--- src/rtl/rxf_pkg.sv ---
package rxf_pkg;
  localparam int unsigned ADDR_W = 2;
  localparam int unsigned REG_W  = 16;

  localparam logic [ADDR_W-1:0] A_DATA  = 2'd0;
  localparam logic [ADDR_W-1:0] A_CTRL  = 2'd1;
  localparam logic [ADDR_W-1:0] A_LSTAT = 2'd2;
  localparam logic [ADDR_W-1:0] A_COUNT = 2'd3;

  typedef enum logic [2:0] {
    RX_IDLE,
    RX_START,
    RX_DATA,
    RX_STOP,
    RX_WAIT_HI
  } rx_state_e;
endpackage

--- src/rtl/rxf_receiver.sv ---
module rxf_receiver
  import rxf_pkg::*;
#(
  parameter int unsigned OVS = 16,
  parameter int unsigned DW  = 8
) (
  input  logic          clk_i,
  input  logic          rst_ni,
  input  logic          rx_i,
  input  logic          en_i,
  input  logic          halt_i,
  output logic          done_o,
  output logic [DW-1:0] byte_o
);
  localparam int unsigned CW = $clog2(OVS);
  localparam int unsigned BW = $clog2(DW);
  localparam logic [CW-1:0] HALF = CW'(OVS/2 - 1);
  localparam logic [CW-1:0] FULL = CW'(OVS - 1);

  logic [1:0]    sync_q;
  logic          rx_s;
  rx_state_e     state_q;
  logic [CW-1:0] cnt_q;
  logic [BW-1:0] bit_q;
  logic [DW-1:0] shf_q;

  assign rx_s = sync_q[1];

  always_ff @(posedge clk_i or negedge rst_ni) begin
    if (!rst_ni) sync_q <= 2'b11;
    else         sync_q <= {sync_q[0], rx_i};
  end

  always_ff @(posedge clk_i or negedge rst_ni) begin
    if (!rst_ni) begin
      state_q <= RX_IDLE;
      cnt_q   <= '0;
      bit_q   <= '0;
      shf_q   <= '0;
      done_o  <= 1'b0;
    end else begin
      done_o <= 1'b0;
      if (!en_i) begin
        state_q <= RX_IDLE;
        cnt_q   <= '0;
      end else begin
        unique case (state_q)
          RX_IDLE: begin
            cnt_q <= '0;
            if (!rx_s && !halt_i) state_q <= RX_START;
          end
          RX_START: begin
            if (cnt_q == HALF) begin
              cnt_q   <= '0;
              bit_q   <= '0;
              state_q <= rx_s ? RX_IDLE : RX_DATA;
            end else cnt_q <= cnt_q + 1'b1;
          end
          RX_DATA: begin
            if (cnt_q == FULL) begin
              cnt_q <= '0;
              shf_q <= {rx_s, shf_q[DW-1:1]};
              if (bit_q == BW'(DW-1)) state_q <= RX_STOP;
              bit_q <= bit_q + 1'b1;
            end else cnt_q <= cnt_q + 1'b1;
          end
          RX_STOP: begin
            if (cnt_q == FULL) begin
              cnt_q <= '0;
              if (rx_s) begin
                done_o  <= 1'b1;
                state_q <= RX_IDLE;
              end else begin
                state_q <= RX_WAIT_HI;
              end
            end else cnt_q <= cnt_q + 1'b1;
          end
          RX_WAIT_HI: if (rx_s) state_q <= RX_IDLE;
          default: state_q <= RX_IDLE;
        endcase
      end
    end
  end

  assign byte_o = shf_q;

  AST_HALT_STAYS_IDLE: assert property (@(posedge clk_i) disable iff (!rst_ni)
    (halt_i && state_q == RX_IDLE) |=> state_q == RX_IDLE);
  AST_DISABLED_IDLE: assert property (@(posedge clk_i) disable iff (!rst_ni)
    !en_i |=> (state_q == RX_IDLE && !done_o));
endmodule

--- src/rtl/rxf_fifo.sv ---
module rxf_fifo #(
  parameter int unsigned DW    = 8,
  parameter int unsigned DEPTH = 16
) (
  input  logic            clk_i,
  input  logic            rst_ni,
  input  logic            push_i,
  input  logic [DW-1:0]   wdata_i,
  input  logic            pop_i,
  output logic [DW-1:0]   rdata_o,
  output logic [$clog2(DEPTH):0] count_o,
  output logic            full_o,
  output logic            empty_o
);
  localparam int unsigned PW = $clog2(DEPTH);

  logic [DW-1:0] mem_q [DEPTH];
  logic [PW-1:0] wp_q, rp_q;
  logic [PW:0]   cnt_q;
  logic [DW-1:0] last_q;
  logic          do_push, do_pop;

  assign full_o  = (cnt_q == (PW+1)'(DEPTH));
  assign empty_o = (cnt_q == '0);
  assign do_push = push_i && !full_o;
  assign do_pop  = pop_i && !empty_o;
  assign rdata_o = empty_o ? last_q : mem_q[rp_q];
  assign count_o = cnt_q;

  always_ff @(posedge clk_i) begin
    if (do_push) mem_q[wp_q] <= wdata_i;
  end

  always_ff @(posedge clk_i or negedge rst_ni) begin
    if (!rst_ni) begin
      wp_q   <= '0;
      rp_q   <= '0;
      cnt_q  <= '0;
      last_q <= '0;
    end else begin
      if (do_push) wp_q <= wp_q + 1'b1;
      if (do_pop) begin
        rp_q   <= rp_q + 1'b1;
        last_q <= mem_q[rp_q];
      end
      cnt_q <= cnt_q + (PW+1)'(do_push) - (PW+1)'(do_pop);
    end
  end

  AST_NO_OVERFLOW: assert property (@(posedge clk_i) disable iff (!rst_ni)
    push_i |-> !full_o);
  AST_EMPTY_POP_HOLDS: assert property (@(posedge clk_i) disable iff (!rst_ni)
    (pop_i && empty_o && !push_i) |=> count_o == '0);
endmodule

--- src/rtl/rxf_line_status.sv ---
module rxf_line_status (
  input  logic clk_i,
  input  logic rst_ni,
  input  logic ovr_evt_i,
  input  logic rd_i,
  input  logic wr_i,
  input  logic wbit_i,
  output logic flag_o
);
  logic armed_q;

  always_ff @(posedge clk_i or negedge rst_ni) begin
    if (!rst_ni) begin
      flag_o  <= 1'b0;
      armed_q <= 1'b0;
    end else if (ovr_evt_i) begin
      // set wins over a simultaneous clear
      flag_o  <= 1'b1;
      armed_q <= 1'b0;
    end else if (wr_i && !wbit_i && armed_q) begin
      flag_o  <= 1'b0;
      armed_q <= 1'b0;
    end else if (rd_i && flag_o) begin
      armed_q <= 1'b1;
    end
  end

  AST_CLEAR_NEEDS_ARM: assert property (@(posedge clk_i) disable iff (!rst_ni)
    $fell(flag_o) |-> $past(armed_q));
  AST_SET_ON_EVENT: assert property (@(posedge clk_i) disable iff (!rst_ni)
    $rose(flag_o) |-> $past(ovr_evt_i));
endmodule

--- src/rtl/rxf_rx_top.sv ---
module rxf_rx_top
  import rxf_pkg::*;
#(
  parameter int unsigned OVS   = 16,
  parameter int unsigned DW    = 8,
  parameter int unsigned DEPTH = 16
) (
  input  logic              clk_i,
  input  logic              rst_ni,
  input  logic              rx_i,
  input  logic              rd_i,
  input  logic              wr_i,
  input  logic [ADDR_W-1:0] addr_i,
  input  logic [REG_W-1:0]  wdata_i,
  output logic [REG_W-1:0]  rdata_o
);
  localparam int unsigned CNTW = $clog2(DEPTH) + 1;

  logic            rx_en_q;
  logic            done;
  logic [DW-1:0]   rx_byte;
  logic            push, pop, ovr_evt, ovr_flag;
  logic [DW-1:0]   fifo_rd;
  logic [CNTW-1:0] fifo_cnt;
  logic            fifo_full, fifo_empty;
  logic            ls_rd, ls_wr;

  always_ff @(posedge clk_i or negedge rst_ni) begin
    if (!rst_ni)                     rx_en_q <= 1'b0;
    else if (wr_i && addr_i == A_CTRL) rx_en_q <= wdata_i[0];
  end

  assign push    = done && !fifo_full;
  assign ovr_evt = done && fifo_full;
  assign pop     = rd_i && addr_i == A_DATA;
  assign ls_rd   = rd_i && addr_i == A_LSTAT;
  assign ls_wr   = wr_i && addr_i == A_LSTAT;

  rxf_receiver #(.OVS(OVS), .DW(DW)) u_rx (
    .clk_i (clk_i), .rst_ni (rst_ni), .rx_i (rx_i),
    .en_i (rx_en_q), .halt_i (ovr_flag),
    .done_o (done), .byte_o (rx_byte)
  );

  rxf_fifo #(.DW(DW), .DEPTH(DEPTH)) u_fifo (
    .clk_i (clk_i), .rst_ni (rst_ni),
    .push_i (push), .wdata_i (rx_byte), .pop_i (pop),
    .rdata_o (fifo_rd), .count_o (fifo_cnt),
    .full_o (fifo_full), .empty_o (fifo_empty)
  );

  rxf_line_status u_ls (
    .clk_i (clk_i), .rst_ni (rst_ni), .ovr_evt_i (ovr_evt),
    .rd_i (ls_rd), .wr_i (ls_wr), .wbit_i (wdata_i[0]),
    .flag_o (ovr_flag)
  );

  always_comb begin
    rdata_o = '0;
    unique case (addr_i)
      A_DATA:  rdata_o = REG_W'(fifo_rd);
      A_CTRL:  rdata_o = REG_W'(rx_en_q);
      A_LSTAT: rdata_o = REG_W'(ovr_flag);
      A_COUNT: rdata_o = REG_W'(fifo_cnt);
      default: rdata_o = '0;
    endcase
  end

  AST_OVR_KEEPS_LEVEL: assert property (@(posedge clk_i) disable iff (!rst_ni)
    (ovr_evt && !pop) |=> fifo_cnt == $past(fifo_cnt));
  AST_NO_DONE_WHILE_FLAG: assert property (@(posedge clk_i) disable iff (!rst_ni)
    ($past(ovr_flag) && ovr_flag) |-> !done);
endmodule

--- config.mk ---
export PLATFORM = sky130hd
export DESIGN_NAME = rxf_rx_top
export DESIGN_NICKNAME = d
export VERILOG_FILES = /design/src/rtl/rxf_pkg.sv /design/src/rtl/rxf_receiver.sv /design/src/rtl/rxf_fifo.sv /design/src/rtl/rxf_line_status.sv /design/src/rtl/rxf_rx_top.sv
export SDC_FILE = /design/constraint.sdc
export NUM_CORES = 1
export LEC_CHECK = 0
export BUFFER_PORTS_ARGS = -buffer_cell sky130_fd_sc_hd__buf_2
export CAP_MARGIN = 15
export CORE_MARGIN = 3
export CORE_UTILIZATION = 30
export CTS_CLUSTER_DIAMETER = 60
export DETAILED_ROUTE_END_ITERATION = 12
export SYNTH_ARGS = -nofsm -noshare
export SYNTH_HDL_FRONTEND = slang
export SYNTH_SLANG_ARGS = --single-unit
--- constraint.sdc ---
create_clock -name clk_i -period 7.55 [get_ports clk_i]
set_clock_uncertainty 0.1 [all_clocks]
set_input_delay 0 -clock clk_i [delete_from_list [all_inputs] [get_ports clk_i]]
set_output_delay 0 -clock clk_i [all_outputs]
set_load 0.05 [all_outputs]
==> impl_metrics.toml <==
[yosys]
netlist.top_cell.by_area = "edfxtp_1"
synth_edf_count = 128
yosysMostFrequentCell = "edfxtp_1"
ys_warn_count = 0
synthTopCellsByArea = "edfxtp_1 51%, dfrtp_1 14%, mux4_2 9.6%, ha_1 2.3%, mux2_4 1.6%"
syn_inst = 458
synth_seq_area_share_pct = 66.4
ys_async_sr_fraction_pct = 26.0
synthesis.area_um2 = 7480
synthFlopType = "edfxtp_1"
syn_area_per_cell_um2 = 16.3
synth-seq-cells = 173
synthTopCellsByCount = "128 x edfxtp_1, 43 x dfrtp_1, 32 x mux4_2"
synth_cell_type_count = 61
netlist.area_leader.share_pct = 51.4

[power]
leakagePower_nw = 2.65
power.density_nw_per_um2 = 299
ir_worst_vdd_mv = 0.204

[global_route]
grt_max_degree = 46
grt_pass1_wl_mm = 23.4
grt_pass1_vias = 4029
antenna_found_initial = 0
grt_use_total_pct = 11.7
grt-ovfl-total = 0

[worst_hold_path]
hold_path_class = "in -> reg"

[route]
ant_nets = 0
vias_per_cell = 4.96
wl_per_cell_um = 18.6
vias = 4039
drcViolationCount = 0
firstDrtPassIters = 5
drtIter0Drc = 286
wl_mm = 15.2

[floorplan]
fp.dieW_um = 164
start_util_pct = 30.7
die_h_um = 164
rows = 57
io-pin-count = 39
dieArea_um2 = 26900
coreArea_um2 = 24400

[timing]
finalCriticalPeriod_ns = 3.44
slew_viol_final = 0
fmaxAchievable_ghz = 0.291
setup_ws_ns = 4.11
relSlewSlack_pct = 31.8
setup_violations = 0
worstMarginPinSlew_ns = 1.02
fin_setup_tns_ns = 0
hold_viol = 0
rsz0062_at_grt = "no"
finalCritPeriodShare_pct = 45.6

[placement]
place_hpwl_mm = 9.66
place.gp.congestion = 0.783
port_buffers = 15
pre_cts_slack_ns = 4.17
dp.cells = 776

[layout]
multi_input_area_um2 = 2260
layoutNonFillerInstCount = 815
drive_gt1_share_pct = 22.2
fin_util_pct = 34.8
fill_cells = 2305
antenna_cells = 0
syn_to_final_growth_pct = 13.5
fin_nets = 516
regArea_um2 = 4970

[clock_tree]
cts_tree = "built"
clk_latency_ns = 0.42
cts_setup_buffers = 0
root_buffer = "clkbuf_16"
cts.htree.levels = 4
cts.sinks = 173
numCtsBuffers = 17
clk_pin_slew_ns = 0.07
cts_buffer_depth = 2

[worst_setup_path]
path_class = "reg -> reg"
crit_path_frequent_cell = "inv_1"
path_max_fanout = 19
path_delay_family = "adder cells"
cp_num_buf_inv = 5
start_kind = "flip-flop"
crit_slowest_cell = "or4b_4"
path_cells = "inv_1 -> ha_1 -> or4b_4 -> nand2_2 -> inv_2 -> ha_1 -> inv_1 -> ha_1 -> inv_1 -> fa_1 -> inv_1 -> a21oi_1 -> o21bai_1 -> xnor2_1"
cp-end-kind = "flip-flop"
required_ns = 7.79
arrival_ns = 3.68
crit_path_max_incr_delay_ns = 0.53

[flow_run]
cap_violations = 0

[run_status]
status = "complete, no violations"
==> logic make-up (layout without fill, tap and decap cells) <==
family	Yosys count	count (layout)	synth area share (%)
flops	173	173	66.4
simple gates	113	113	8.33
mux	52	52	12.9
buf+inv	48	74	3.73
compound gates	46	46	4.80
fa+ha+maj	15	15	2.61
xor+xnor	10	10	1.17
other cells	1	8	0.0501
==> sequential cells by signal, summed over array words and instances, names as in the netlist, 4 cells and up <==
| signal | cells |
|---|---|
| u_fifo.rp_q | 4 |
| u_rx.byte_o | 8 |
| u_fifo.count_o | 5 |
| u_fifo.last_q | 8 |
| u_fifo.mem_q | 128 |
| u_fifo.wp_q | 4 |
| u_rx.cnt_q | 4 |
==> final cells by class <==
type | count | share of cell area, %
multi-input combinational | 244 | 26.6
tap | 324 | 4.77
clock inverter | 14 | 2.19
sequential | 173 | 58.5
clock buffer | 18 | 5.05
inverter | 14 | 0.619
timing repair buffer | 28 | 2.24
==> path summary, 6_finish.rpt <==
path | start | endpoint | slack [ns] | cells after the start
min reg2reg | u_rx.sync_q[0]$_DFF_PN1_ | u_rx.sync_q[1]$_DFF_PN1_ | 0.26 | 0
min in group asynchronous | rst_ni | u_fifo.count_o[3]$_DFF_PN0_ | 0.19 | 2
max in group asynchronous | rst_ni | u_rx.byte_o[6]$_DFFE_PN0P_ | 6.53 | 2
max reg2reg | u_fifo.count_o[3]$_DFF_PN0_ | u_fifo.count_o[4]$_DFF_PN0_ | 4.11 | 14
min | rx_i | u_rx.sync_q[0]$_DFF_PN1_ | 0.13 | 2
max | u_fifo.count_o[3]$_DFF_PN0_ | u_fifo.count_o[4]$_DFF_PN0_ | 4.11 | 14
==> through the flow <==
step	hold WS [ns]	instance area (um^2)	power (mW)
CTS	0.111	8500	2.56
finish	0.127	8500	2.54
global route	0.118	8500	2.65
global placement	0.00767	7810	1.64
floorplan	-0.396	7510	1.56
detailed placement	0.00650	7810	1.66
==> cell usage in the layout (no fill, tap or decap), types with 6 or more instances in the layout <==
master / n
edfxtp_1: 128
dfrtp_1: 43
mux4_2: 32
nand2_1: 23
nand3_1: 20
nor2_1: 17
clkbuf_16: 17
buf_2: 15
ha_1: 14
inv_1: 13
or3_1: 11
mux2i_1: 9
nand4_1: 9
o211ai_1: 8
mux2_4: 8
conb_1: 8
xnor2_1: 7
dlygate4sd3_1: 7
a22oi_1: 6
clkinv_4: 6
buf_4: 6
==> layer usage <==
metal  part of all wire, %  up-vias  global-route usage, %  wire length (um)
met5                     0        -                      0                 0
met4                   2.0        0                   4.31               302
met3                   5.2       19                   2.98               788
met2                    49      110                   19.1              7510
met1                    43     2103                   15.2              6600
li1                      -     1807                      -                 -
==> power breakdown <==
| group | internal [mW] | total, mW | switching [mW] |
|---|---|---|---|
| logic | 0.200 | 0.498 | 0.299 |
| registers | 1.07 | 1.14 | 0.0776 |
| clock network | 0.528 | 0.898 | 0.370 |
| total | 1.79 | 2.54 | 0.746 |
==> repair_timing <==
item	in CTS	in global routing
hold buffers	7	0
resized for setup	0	0
endpoints found under the hold margin	47	0
Power figures use the tool's default switching activity.
